**config.mk**
```make
export PLATFORM = sky130hd
export DESIGN_NAME = irq_trig_engine
export DESIGN_NICKNAME = d
export VERILOG_FILES = /design/src/rtl/irq_trig_pkg.sv /design/src/rtl/irq_route_table.sv /design/src/rtl/irq_pin_cell.sv /design/src/rtl/irq_pick_low.sv /design/src/rtl/irq_trig_engine.sv
export SDC_FILE = /design/constraint.sdc
export NUM_CORES = 1
export LEC_CHECK = 0
export BUFFER_PORTS_ARGS = -buffer_cell sky130_fd_sc_hd__clkbuf_2
export CORE_MARGIN = 1.5
export CORE_UTILIZATION = 35
export CTS_CLUSTER_SIZE = 24
export DETAILED_ROUTE_END_ITERATION = 8
export GPL_TIMING_DRIVEN = 1
export HOLD_SLACK_MARGIN = 0.02
export PLACE_DENSITY_LB_ADDON = 0.25
export SYNTH_ARGS = -nofsm -noshare
export SYNTH_HDL_FRONTEND = slang
export SYNTH_HIERARCHICAL = 1
export SYNTH_SLANG_ARGS = --single-unit
export TNS_END_PERCENT = 1
```
**constraint.sdc**
```tcl
create_clock -name clk -period 3.36 [get_ports clk]
set_clock_uncertainty 0.1 [all_clocks]
set_input_delay 0.84 -clock clk [delete_from_list [all_inputs] [get_ports clk]]
set_output_delay 0.84 -clock clk [all_outputs]
set_load 0.1 [all_outputs]
```
**src/rtl/irq_trig_pkg.sv**
```systemverilog
package irq_trig_pkg;
  parameter int VEC_W  = 8;
  parameter int DEST_W = 8;
  parameter int DLM_W  = 3;

  typedef struct packed {
    logic             mask;
    logic             pol;
    logic             lvl;
    logic [VEC_W-1:0]  vec;
    logic [DEST_W-1:0] dest;
    logic             dmode;
    logic [DLM_W-1:0]  dlm;
  } route_t;

  localparam route_t ROUTE_RESET = '{mask: 1'b1, pol: 1'b0, lvl: 1'b0,
                                      vec: '0, dest: '0, dmode: 1'b0, dlm: '0};
endpackage

```
**src/rtl/irq_route_table.sv**
```systemverilog
module irq_route_table
  import irq_trig_pkg::*;
#(
  parameter int NPIN  = 8,
  parameter int PIN_W = 3
) (
  input  logic             clk,
  input  logic             rst,
  input  logic             wr_en,
  input  logic [PIN_W-1:0] wr_idx,
  input  route_t           wr_ent,
  output route_t           ent [NPIN]
);
  // Entries are read in parallel by every pin cell, so they live in flops.
  for (genvar i = 0; i < NPIN; i++) begin : g_ent
    route_t ent_q;
    always_ff @(posedge clk) begin
      if (rst) ent_q <= ROUTE_RESET;
      else if (wr_en && wr_idx == PIN_W'(i)) ent_q <= wr_ent;
    end
    assign ent[i] = ent_q;

    // right after reset every entry is masked
    p_reset_masked_r1: assert property (@(posedge clk) rst |=> ent_q.mask);
  end
endmodule

```
**src/rtl/irq_pin_cell.sv**
```systemverilog
module irq_pin_cell
  import irq_trig_pkg::*;
(
  input  logic             clk,
  input  logic             rst,
  input  logic             raw,
  input  route_t           ent,
  input  logic             wr_hit,
  input  route_t           wr_ent,
  input  logic             eoi_valid,
  input  logic [VEC_W-1:0] eoi_vector,
  input  logic             grant,
  input  logic             acc_lvl,
  output logic             svc_q,
  output logic             coal_q
);
  logic irr_q, rem_q;
  logic eff, rise, ask, blocked, eoi_hit, resvc_eoi, resvc_wr;

  always_comb begin
    eff       = raw ^ ent.pol;
    rise      = eff & ~irr_q;
    ask       = rise & ~ent.mask;
    blocked   = svc_q | (ent.lvl & rem_q);
    eoi_hit   = eoi_valid && ent.lvl && (ent.vec == eoi_vector);
    resvc_eoi = eoi_hit & ~ent.mask & irr_q;
    resvc_wr  = wr_hit & wr_ent.lvl & ~wr_ent.mask & irr_q;
  end

  always_ff @(posedge clk) begin
    if (rst) begin
      irr_q  <= 1'b0;
      rem_q  <= 1'b0;
      svc_q  <= 1'b0;
      coal_q <= 1'b0;
    end else begin
      irr_q  <= eff;
      coal_q <= ask & blocked;
      svc_q  <= (svc_q & ~grant) | (ask & ~blocked) | resvc_eoi | resvc_wr;
      if (acc_lvl)               rem_q <= 1'b1;
      else if (eoi_hit || wr_hit) rem_q <= 1'b0;
    end
  end

  // an accepted level delivery leaves the pin remote-pending
  p_remote_on_accept_r4: assert property (@(posedge clk) disable iff (rst)
    acc_lvl |=> rem_q);
  // a level assertion while remote-pending is reported, not queued
  p_level_blocked_r4: assert property (@(posedge clk) disable iff (rst)
    (ask && ent.lvl && rem_q && !grant && !resvc_eoi && !resvc_wr && !svc_q) |=> (coal_q && !svc_q));
  // a queued delivery stays queued until granted
  p_svc_kept_r3: assert property (@(posedge clk) disable iff (rst)
    (svc_q && !grant) |=> svc_q);
endmodule

```
**src/rtl/irq_pick_low.sv**
```systemverilog
module irq_pick_low #(
  parameter int NPIN  = 8,
  parameter int PIN_W = 3
) (
  input  logic             clk,
  input  logic             rst,
  input  logic [NPIN-1:0]  req,
  output logic [NPIN-1:0]  gnt,
  output logic [PIN_W-1:0] idx,
  output logic             any
);
  always_comb begin
    gnt = '0;
    idx = '0;
    any = 1'b0;
    for (int i = 0; i < NPIN; i++) begin
      if (req[i] && !any) begin
        gnt[i] = 1'b1;
        idx    = PIN_W'(i);
        any    = 1'b1;
      end
    end
  end

  // grant is a single requested bit with nothing lower requesting
  p_grant_onehot_r9: assert property (@(posedge clk) disable iff (rst)
    $onehot0(gnt) && ((gnt & ~req) == '0));
  p_lowest_first_r9: assert property (@(posedge clk) disable iff (rst)
    any |-> (((gnt - 1'b1) & req) == '0));
endmodule

```
**src/rtl/irq_trig_engine.sv**
```systemverilog
module irq_trig_engine
  import irq_trig_pkg::*;
#(
  parameter int               NPIN      = 8,
  parameter logic [DEST_W-1:0] BOOT_DEST = '0,
  localparam int              PIN_W     = (NPIN > 1) ? $clog2(NPIN) : 1
) (
  input  logic              clk,
  input  logic              rst,
  input  logic [NPIN-1:0]   pin_in,
  input  logic              cfg_we,
  input  logic [PIN_W-1:0]  cfg_pin,
  input  logic              cfg_mask,
  input  logic              cfg_pol,
  input  logic              cfg_level,
  input  logic [VEC_W-1:0]  cfg_vector,
  input  logic [DEST_W-1:0] cfg_dest,
  input  logic              cfg_dest_mode,
  input  logic [DLM_W-1:0]  cfg_dlv_mode,
  input  logic              eoi_valid,
  input  logic [VEC_W-1:0]  eoi_vector,
  output logic              dlv_valid,
  input  logic              dlv_ready,
  output logic [PIN_W-1:0]  dlv_pin,
  output logic [VEC_W-1:0]  dlv_vector,
  output logic [DEST_W-1:0] dlv_dest,
  output logic              dlv_dest_mode,
  output logic [DLM_W-1:0]  dlv_mode,
  output logic              dlv_level,
  output logic [NPIN-1:0]   coal
);
  route_t            wr_ent;
  route_t            ent [NPIN];
  logic [NPIN-1:0]   svc, pick, grant;
  logic [PIN_W-1:0]  pick_idx;
  logic              pick_any, load, accept;

  assign wr_ent = '{mask: cfg_mask, pol: cfg_pol, lvl: cfg_level, vec: cfg_vector,
                    dest: cfg_dest, dmode: cfg_dest_mode, dlm: cfg_dlv_mode};

  irq_route_table #(.NPIN(NPIN), .PIN_W(PIN_W)) u_table (
    .clk(clk), .rst(rst), .wr_en(cfg_we), .wr_idx(cfg_pin), .wr_ent(wr_ent), .ent(ent)
  );

  assign accept = dlv_valid & dlv_ready;
  assign load   = pick_any & (~dlv_valid | dlv_ready);
  assign grant  = load ? pick : '0;

  for (genvar i = 0; i < NPIN; i++) begin : g_pin
    irq_pin_cell u_cell (
      .clk(clk), .rst(rst), .raw(pin_in[i]), .ent(ent[i]),
      .wr_hit(cfg_we && cfg_pin == PIN_W'(i)), .wr_ent(wr_ent),
      .eoi_valid(eoi_valid), .eoi_vector(eoi_vector),
      .grant(grant[i]),
      .acc_lvl(accept && dlv_level && dlv_pin == PIN_W'(i)),
      .svc_q(svc[i]), .coal_q(coal[i])
    );
  end

  irq_pick_low #(.NPIN(NPIN), .PIN_W(PIN_W)) u_pick (
    .clk(clk), .rst(rst), .req(svc), .gnt(pick), .idx(pick_idx), .any(pick_any)
  );

  always_ff @(posedge clk) begin
    if (rst) begin
      dlv_valid     <= 1'b0;
      dlv_pin       <= '0;
      dlv_vector    <= '0;
      dlv_dest      <= '0;
      dlv_dest_mode <= 1'b0;
      dlv_mode      <= '0;
      dlv_level     <= 1'b0;
    end else if (load) begin
      dlv_valid  <= 1'b1;
      dlv_pin    <= pick_idx;
      dlv_vector <= ent[pick_idx].vec;
      dlv_mode   <= ent[pick_idx].dlm;
      dlv_level  <= ent[pick_idx].lvl;
      if (pick_idx == '0) begin
        dlv_dest      <= BOOT_DEST;
        dlv_dest_mode <= 1'b0;
      end else begin
        dlv_dest      <= ent[pick_idx].dest;
        dlv_dest_mode <= ent[pick_idx].dmode;
      end
    end else if (accept) begin
      dlv_valid <= 1'b0;
    end
  end

  // a stalled delivery keeps every field
  p_hold_stall_r10: assert property (@(posedge clk) disable iff (rst)
    (dlv_valid && !dlv_ready) |=> (dlv_valid && $stable(dlv_pin) && $stable(dlv_vector)
      && $stable(dlv_dest) && $stable(dlv_dest_mode) && $stable(dlv_mode) && $stable(dlv_level)));
  // pin 0 goes physical to the boot destination
  p_pin0_phys_r8: assert property (@(posedge clk) disable iff (rst)
    (dlv_valid && dlv_pin == '0) |-> (!dlv_dest_mode && dlv_dest == BOOT_DEST));
  // nothing is presented in the cycle after reset
  p_reset_idle_r1: assert property (@(posedge clk) rst |=> (!dlv_valid && coal == '0));
endmodule

```
==> results of run 1 <==
final cells by class:
cell class / instances / area [sq um] / area share
Antenna cell: 1 / 2.50 / 0.000186
Clock buffer: 36 / 779 / 0.0580
Clock inverter: 14 / 235 / 0.0175
Inverter: 19 / 71.3 / 0.00531
Multi-Input combinational cell: 843 / 6430 / 0.478
Sequential cell: 232 / 4640 / 0.346
Tap cell: 442 / 553 / 0.0411
Timing Repair Buffer: 112 / 724 / 0.0539
sequential cells by signal, summed over array words and instances, names as in the netlist, 3 cells and up:
| signal | cells |
|---|---|
| g_pin.u_cell/irr_q | 8 |
| g_pin.u_cell/coal_q | 8 |
| g_pin.u_cell/rem_q | 8 |
| u_table/ent | 175 |
| dlv_pin | 3 |
| dlv_mode | 3 |
| g_pin.u_cell/svc_q | 8 |
| dlv_dest | 8 |
| dlv_vector | 8 |
metrics by stage:
| step | instance area [sq um] | power (mW) | hold slack (ps) | setup slack, ps |
|---|---|---|---|---|
| 4_1_cts | 13400 | 7.25 | 375 | 687 |
| 3_5_place_dp | 12400 | 3.92 | 364 | 664 |
| 2_1_floorplan | 11700 | 3.66 | 348 | 1260 |
| 3_3_place_gp | 12400 | 3.91 | 359 | 708 |
| 5_1_grt | 13400 | 7.44 | 391 | 507 |
| 6_report | 13400 | 7.18 | 371 | 659 |
power by group through the flow:
stage	combinational, mW	sequential, mW	clock, mW
finish	0.946	2.91	3.32
detailed placement	0.945	2.97	0
global route	1.00	2.92	3.51
global placement	0.937	2.97	0
floorplan	0.481	3.18	0
CTS	0.948	2.91	3.39
critical path, delay by kind of cell, from the launching register on:
family	cells	cell delay (ps)
and+or+nand+nor	4	790
AOI/OAI and AO/OA	3	790
buffers and inverters	2	560
DFF	1	350
worst max path at each step:
stage	from	to	slack [ps]	cells after the start
CTS	g_pin[4].u_cell/svc_q$_SDFF_PP0_	dlv_dest[2]$_SDFFE_PP0N_	690	9
global route	g_pin[4].u_cell/svc_q$_SDFF_PP0_	dlv_dest[0]$_SDFFE_PP0N_	510	9
floorplan	g_pin[4].u_cell/svc_q$_SDFF_PP0_	dlv_dest_mode$_SDFFE_PP0N_	1260	7
global placement	cfg_pin[1]	u_table/ent[82]$_SDFFE_PP0P_	710	4
detailed placement	cfg_pin[1]	u_table/ent[82]$_SDFFE_PP0P_	660	4
finish	g_pin[4].u_cell/svc_q$_SDFF_PP0_	dlv_dest[2]$_SDFFE_PP0N_	660	9
cell usage in the layout (no fill, tap or decap), drive strengths merged, types with 4 or more instances in the layout:
master and n:
nand4b 4, nand4 10, a21oi 50, xnor2 8, inv 20, a311oi 9
nor3 38, dfxtp 232, a22oi 24, a211oi 11, nand2b 196, clkinv 7
and3 17, nor2 56, o32ai 8, nor4 17, clkbuf 114, buf 34
a31oi 8, nor2b 16, o22ai 7, bufinv 6, and3b 8, xor2 64
nand2 19, mux2i 247
layer usage:
metal  vias up  part of all wire
met5         -                 0
met4         0             0.026
met3        51             0.048
met2       216              0.45
met1      4213              0.47
li1       4218                 -
==> impl_results.md, run 1 <==
- Switching part of the total: 0.273
- Clock Sinks: 232
- Crit-path max cell delay: 350 ps
- Area growth syn-to-layout: 15.3%
- CTS tree: done
- DR DRC count: 0
- Max VDD drop: 338 uV
- Switching Power: 1.96 mW
- Postcts setup bufs: 0
- First-pass GRT wire length: 51.3 mm
- Initial antenna violation count: 0
- Relative slew slack: 0.495
- Total CTS buffers: 27
- Initial Utilization: 0.357
- Clock power share: 0.463
- Post-Place Cells: 1648
- Remaining antenna violation count: 0
- Die footprint: 34400 sq um
- Worst hold path depth: 2
- CP arrival: 3070 ps
- Setup-failing EPs final: 0
- Total track usage: 0.194
- Worst path slowest cell: dfxtp_1
- Hold WC Path Type: flop to flop
- CP Cell Sequence: nor2_1, o21ai_0, a211oi_4, buf_12, buf_12, nand2b_1, o22ai_1, nor3_1, nor3_1
- Largest net degree at the start of global routing: 92
- Slew @ Worst Pin: 758 ps
- Hold path startpoint: u_table/ent[145]$_SDFFE_PP0P_
- Reg2reg path depth: 9
- Die Width: 186 microns
- Grt total ovfl: 0
- Ports: 80
- Number of fill cells in the layout: 3263
- Reg2reg start: g_pin[4].u_cell/svc_q$_SDFF_PP0_
- Reg-to-reg slack, setup: 660 ps
- GPL Wtd Cong: 0.872
- GR Util met3: 0.0297
- Clk Latency, worst-skew pair: 550 ps
- Type of origin of the critical path: flop
- Fin. Hold Viols: 0
- Status: complete, no violations
- DR WL/cell: 19.6 microns
- CP max FO: 39
- Layout cells sized above 1: 0.154
- Mapped Cells: 1192
- CTS clock-pin slew for the worst setup and hold paths: 60 ps
- Worst reg2reg endpoint: dlv_dest[2]$_SDFFE_PP0N_
- Vias in the first global route: 8498
- Power Internal: 5.22 mW
- Combinational share of power: 0.132
- Max Root-Sink Buffers: 3
- Slew Viols, Final: 0
- Setup TNS: 0 ps
- CTS Hold Buffers Added: 0
- Vias per inst: 5.12
- CP endpoint kind: flop
- GR Layer Usage met1: 0.268
- Fin nets: 1282
- Core Util, Final: 0.411
- Syn_area_per_cell: 9.78 sq um
- F_max: 370 MHz
- Mapped Nets: 1239
- Static Leak: 5.81 nW
- RSZ-0062 raised after global routing: false
- Mapped cell area: 11700 sq um
- Synth warnings: 6
- Final Cycle Share: 0.804
- Clk root buf: clkbuf_16
- PortBufs: 79
- Min Tclk post-route: 2700 ps
- Drt pass-1 iters: 5
- Vias: 8698
- WL final: 33.3 mm
- Met2 Track Usage GR: 0.311
- H-tree depth: 1
- CTS resizes: 0
- Hold Path End: u_table/ent[145]$_SDFFE_PP0P_
- Maxcap violations: 0
- Num rows: 66
- Finished Layout Cells: 1699
- CP required: 3720 ps
- Total core area: 32700 sq um
- Initial detailed-routing violation count: 615
- Pwr Density: 534 nW/um^2
- HPWL Detailed: 22.6 mm
- Worst setup path category: flop to flop
- Die height: 186 microns
- Top Usage Layer GRT: met2
- Seq pwr share: 0.406
(Power assumes the default switching activity.)
==> run 2, diff against run 1 <==
==> constraint.sdc (replaced) <==
create_clock -name clk -period 2.4 [get_ports clk]
set_clock_uncertainty 0.1 [all_clocks]
set_input_delay 0.6 -clock clk [delete_from_list [all_inputs] [get_ports clk]]
set_output_delay 0.6 -clock clk [all_outputs]
set_load 0.1 [all_outputs]
==> run 2 against run 1 <==
Count of clock-buffer cells in the layout increased by 4. Clock power increased by 24%. Power increased by 33%. Worst hold slack got worse by 55 ps. Largest power group unchanged. Highest routed layer unchanged.
==> impl_results.md, run 2 (same netlist as run 1, synthesis figures left out) <==
- Status: complete, no violations
- First-pass GRT wire length: 52.3 mm (+2.1%)
- CP endpoint kind: flop
- HPWL Detailed: 22.6 mm (about the same)
- Grt total ovfl: 0 (unchanged)
- Most frequent cells in the layout: mux2i_1 (247), dfxtp_1 (232), nand2b_1 (195)
- Vias: 8668 (-0.34%)
- Num rows: 66 (unchanged)
- GR Layer Usage met1: 0.266 (-0.00177)
- Fin nets: 1299 (+1.3%)
- Die Width: 186 microns (unchanged)
- Initial Utilization: 0.357 (unchanged)
- Initial detailed-routing violation count: 395 (-36%)
- Pwr Density: 704 nW/um^2 (+32%)
- CTS clock-pin slew for the worst setup and hold paths: 60 ps (about the same)
- Total CTS buffers: 28 (+3.7%)
- Maxcap violations: 0 (unchanged)
- DR DRC count: 0 (unchanged)
- GPL Wtd Cong: 0.869 (-0.28%)
- WL final: 33.8 mm (+1.5%)
- PortBufs: 79 (unchanged)
- Top Usage Layer GRT: met2
- CP max FO: 14 (-64%)
- Setup TNS: 0 ps (unchanged)
- Vias in the first global route: 8913 (+4.9%)
- Drt pass-1 iters: 5 (unchanged)
- Clock Sinks: 232 (unchanged)
- H-tree depth: 1 (unchanged)
- Static Leak: 5.89 nW (+1.5%)
- DP Area: 12600 sq um (+1.7%)
- Core Util, Final: 0.416 (+0.00459)
- GR Util met3: 0.0252 (-0.00450)
- Initial antenna violation count: 0 (unchanged)
- Post-Place Cells: 1663 (+0.91%)
- Clk root buf: clkbuf_16
- Slew @ Worst Pin: 754 ps (-4.08 ps)
- Setup-failing EPs final: 0 (unchanged)
- Hold WC Path Type: primary input to flop
- Max reg flops: 175 (unchanged)
- Fin. Hold Viols: 0 (unchanged)
- Postcts setup bufs: 0 (unchanged)
- Max VDD drop: 506 uV (+49%)
- Die height: 186 microns (unchanged)
- Vias per inst: 5.05 (-1.3%)
- Commonest non-fill, non-tap cell in the layout: mux2i_1
- Min Tclk post-route: 2300 ps (-397 ps)
- Total Power: 9.57 mW (+33%)
- Slew Viols, Final: 0 (unchanged)
- Type of origin of the critical path: flop
- Total core area: 32700 sq um (unchanged)
- Max Root-Sink Buffers: 3 (unchanged)
- CTS tree: done
- Area growth syn-to-layout: 16.6%
- Ports: 80 (unchanged)
- Relative slew slack: 0.497 (+0.00246)
- Total track usage: 0.198 (+0.00457)
- F_max: 434 MHz (+17%)
- Clk Latency, worst-skew pair: 550 ps (about the same)
- Remaining antenna violation count: 0 (unchanged)
- Fin area: 13600 sq um (+1.1%)
- DR WL/cell: 19.7 microns (+0.53%)
- Layout cells sized above 1: 0.165 (+0.0113)
- Largest net degree at the start of global routing: 49 (-47%)
- Die footprint: 34400 sq um (unchanged)
- Final Cycle Share: 0.960 (+0.156)
- CP arrival: 2610 ps (-460 ps)
- Ant. Diodes: 0 (-1)
- CP required: 2710 ps (-1010 ps)
- Finished Layout Cells: 1715 (+0.94%)
- Met2 Track Usage GR: 0.334 (+0.0228)
- Worst setup path category: flop to flop
-- run 2: path summary, 6_finish.rpt --
| kind | slack, ps | start | depth (start not counted) | to |
|---|---|---|---|---|
| max | 100 | g_pin[4].u_cell/svc_q$_SDFF_PP0_ | 7 | dlv_dest_mode$_SDFFE_PP0N_ |
| min | 320 | pin_in[3] | 3 | g_pin[3].u_cell/irr_q$_SDFF_PP0_ |
| max reg2reg | 100 | g_pin[4].u_cell/svc_q$_SDFF_PP0_ | 7 | dlv_dest_mode$_SDFFE_PP0N_ |
| min reg2reg | 370 | u_table/ent[138]$_SDFFE_PP0P_ | 2 | u_table/ent[138]$_SDFFE_PP0P_ |
-- run 2: cell type report --
type                    instances  area [sq um]
clock inverters                11          97.6
inverters                      19          71.3
repair buffers                128           966
multi-input cells             843          6450
clock buffers                  40           806
well taps                     442           553
fillers                      3317         19100
flip-flops and latches        232          4640
-- run 2: where the power goes --
part           leakage, nW  switching [mW]  internal [mW]
Clock                0.448            1.68           2.44
Sequential            1.88          0.0987           3.98
Combinational         3.56           0.934          0.444
-- run 2: critical path, stage by stage, from the launching register on --
cell and delay, ps:
dfxtp_1 320, nor2_2 180, o21ai_1 160, a211oi_4 310, buf_12 220, mux2_2 350, a221oi_1 380, a211oi_1 150
-- run 2: per-stage QoR --
stage / hold slack (ps) / setup slack (ps)
after CTS: 302 / 37.6
after global routing: 332 / -0.508
after floorplan: 348 / 301
final: 316 / 95.9
after detailed placement: 360 / -159
after global placement: 358 / -72.2
-- run 2: routing by layer --
metal  wire [microns]  vias to the layer above  share of wire
li1                 -                     4246              -
met1            15800                     4208           0.47
met2            16000                      164           0.47
met3             1220                       50          0.036
met4              865                        0          0.026
met5                0                        -              0
-- run 2: what timing repair did --
action	4_1_cts	5_1_grt
endpoints found under the hold margin	0	0
cloned	0	1
hold buffers	0	0
endpoints found under the setup margin	17	11
resized for setup	3	5
==> run 3, diff against run 2 <==
--- a/config.mk
+++ b/config.mk
@@ -6,6 +6,7 @@
 export NUM_CORES = 1
 export LEC_CHECK = 0
 export BUFFER_PORTS_ARGS = -buffer_cell sky130_fd_sc_hd__clkbuf_2
+export CORE_ASPECT_RATIO = 0.5
 export CORE_MARGIN = 1.5
 export CORE_UTILIZATION = 35
 export CTS_CLUSTER_SIZE = 24
==> run 3 against run 2 <==
Sequential power is essentially flat. Global-route usage shrank 0.66 points. Sequential share of layout area grew 0.066 points. Critical path depth grew 1. Register-to-register slack is essentially flat. Worst hold slack lost 35 ps. Utilization shrank 0.37 points. Via count grew 2.3%. Setup slack gained 13 ps. Wire length shrank 0.40%. Final area shrank 0.19%. Critical endpoint is now dlv_dest[6]$_SDFFE_PP0N_. Largest cell class unchanged. Largest power group is now sequential cells.
==> impl_results.md, run 3 (same netlist as run 1, synthesis figures left out) <==
- Status: complete, no violations
- PortBufs: 79 (unchanged)
- Grt total ovfl: 0 (unchanged)
- Setup-failing EPs final: 0 (unchanged)
- Hold WC Path Type: primary input to flop
- Fin area: 13600 sq um (-0.19%)
- HPWL Detailed: 23.2 mm (+2.6%)
- Core Util, Final: 0.412 (-0.00370)
- CP endpoint kind: flop
- Max VDD drop: 371 uV (-27%)
- Largest net degree at the start of global routing: 53 (+8.2%)
- Initial Utilization: 0.354 (-0.00249)
- Clk root buf: clkbuf_16
- RSZ-0062 raised after global routing: false
- Total Power: 9.21 mW (-3.7%)
- CP arrival: 2580 ps (-30 ps)
- Total core area: 32900 sq um (+0.70%)
- Worst setup path category: flop to flop
- H-tree depth: 1 (unchanged)
- Post-Place Cells: 1672 (+0.54%)
- Relative slew slack: 0.627 (+0.130)
- Clk Latency, worst-skew pair: 530 ps (-20 ps)
- Clock Sinks: 232 (unchanged)
- Max reg flops: 175 (unchanged)
- Finished Layout Cells: 1719 (+0.23%)
- Setup ws final: 109 ps (+13.1 ps)
- Final hold slack: 281 ps (-35.1 ps)
- Static Leak: 5.89 nW (about the same)
- Area occupied by multi-input gates: 6430 sq um (-0.35%)
- Vias in the first global route: 8780 (-1.5%)
- DP Area: 12700 sq um (+0.53%)
- Reg area: 4640 sq um (unchanged)
- Area growth syn-to-layout: 16.3%
- Num rows: 47 (-29%)
- Vias: 8867 (+2.3%)
- Min Tclk post-route: 2290 ps (-13.1 ps)
- Remaining antenna violation count: 0 (unchanged)
- Type of origin of the critical path: flop
- Initial antenna violation count: 0 (unchanged)
- Most frequent cells in the layout: mux2i_1 (247), dfxtp_1 (232), nand2b_1 (196)
- First-pass GRT wire length: 51.5 mm (-1.6%)
- Total CTS buffers: 24 (-14%)
- CP required: 2690 ps (-20 ps)
- CP max FO: 17 (+3)
- Ant. Diodes: 0 (unchanged)
- Drt pass-1 iters: 7 (+2)
- GPL Wtd Cong: 0.912 (+4.9%)
- Die Width: 261 microns (+41%)
- F_max: 436 MHz (+0.57%)
- Setup TNS: 0 ps (unchanged)
- DR DRC count: 0 (unchanged)
- Commonest non-fill, non-tap cell in the layout: mux2i_1
- Fin. Hold Viols: 0 (unchanged)
- Initial detailed-routing violation count: 535 (+35%)
- DR WL/cell: 19.6 microns (-0.63%)
- CTS clock-pin slew for the worst setup and hold paths: 60 ps (about the same)
- Die footprint: 34500 sq um (+0.19%)
- Fin nets: 1309 (+0.77%)
- Die height: 132 microns (-29%)
- Final Cycle Share: 0.955 (-0.00546)
- Post-Place Worst Slack: 98.8 ps (+257 ps)
- CTS tree: done
- Pwr Density: 679 nW/um^2 (-3.5%)
- WL final: 33.7 mm (-0.40%)
- Number of fill cells in the layout: 3254 (-1.9%)
- Slew @ Worst Pin: 555 ps (-198 ps)
- Vias per inst: 5.16 (+2.1%)
- Maxcap violations: 0 (unchanged)
- Ports: 80 (unchanged)
- Layout cells sized above 1: 0.164 (-0.000645)
- Total track usage: 0.191 (-0.00665)
- Max Root-Sink Buffers: 3 (unchanged)
- Slew Viols, Final: 0 (unchanged)
run 3: cell count changes in the layout (fill, tap and decap cells not counted), moves of 2 or more:
cell / before / now
clkbuf_16: 29 / 27
nor2_2: 2 / 0
buf_4: 33 / 46
nor2_1: 54 / 56
clkinv_2: 7 / 4
run 3: path summary, 6_finish.rpt:
| path | cells after the start | startpoint | slack (ps) | endpoint |
|---|---|---|---|---|
| max | 8 | g_pin[3].u_cell/svc_q$_SDFF_PP0_ | 110 | dlv_dest[6]$_SDFFE_PP0N_ |
| min | 2 | rst | 280 | g_pin[4].u_cell/svc_q$_SDFF_PP0_ |
| max reg2reg | 8 | g_pin[3].u_cell/svc_q$_SDFF_PP0_ | 110 | dlv_dest[6]$_SDFFE_PP0N_ |
| min reg2reg | 2 | u_table/ent[49]$_SDFFE_PP0P_ | 370 | u_table/ent[49]$_SDFFE_PP0P_ |
run 3: cell type report:
class	count	share of cell area
timing repair buffer	142	0.0802
multi-input combinational	843	0.474
clock buffer	36	0.0529
clock inverter	6	0.00452
inverter	19	0.00526
tap	441	0.0407
sequential	232	0.342
run 3: worst max-delay path: stages, from the launching register on:
cell,delay (ps)
dfxtp_1,340
nor4_4,370
and4b_1,270
a21o_4,190
buf_12,200
mux2i_1,220
a211oi_1,90
a311oi_1,240
a211oi_1,120
run 3: where the power goes:
group / internal (mW) / switching [mW]
combinational: 0.466 / 0.942
clock: 2.17 / 1.57
sequential: 3.97 / 0.0916
total: 6.61 / 2.60
run 3: repair_timing:
item | CTS | global route
endpoints found under the setup margin | 0 | 10
hold buffers | 0 | 0
hold endpoints to repair | 0 | 0
gates resized for setup | 0 | 2
setup buffers | 0 | 3
run 3: metal layers:
metal  vias to the layer above  wire (microns)  global-route usage  share of wire
met3                        42            1310              0.0279          0.039
li1                       4278               -                   -              -
met4                         0             754              0.0476          0.022
met2                       179           15100               0.305           0.45
met5                         -               0                   0              0
met1                      4368           16500               0.272           0.49
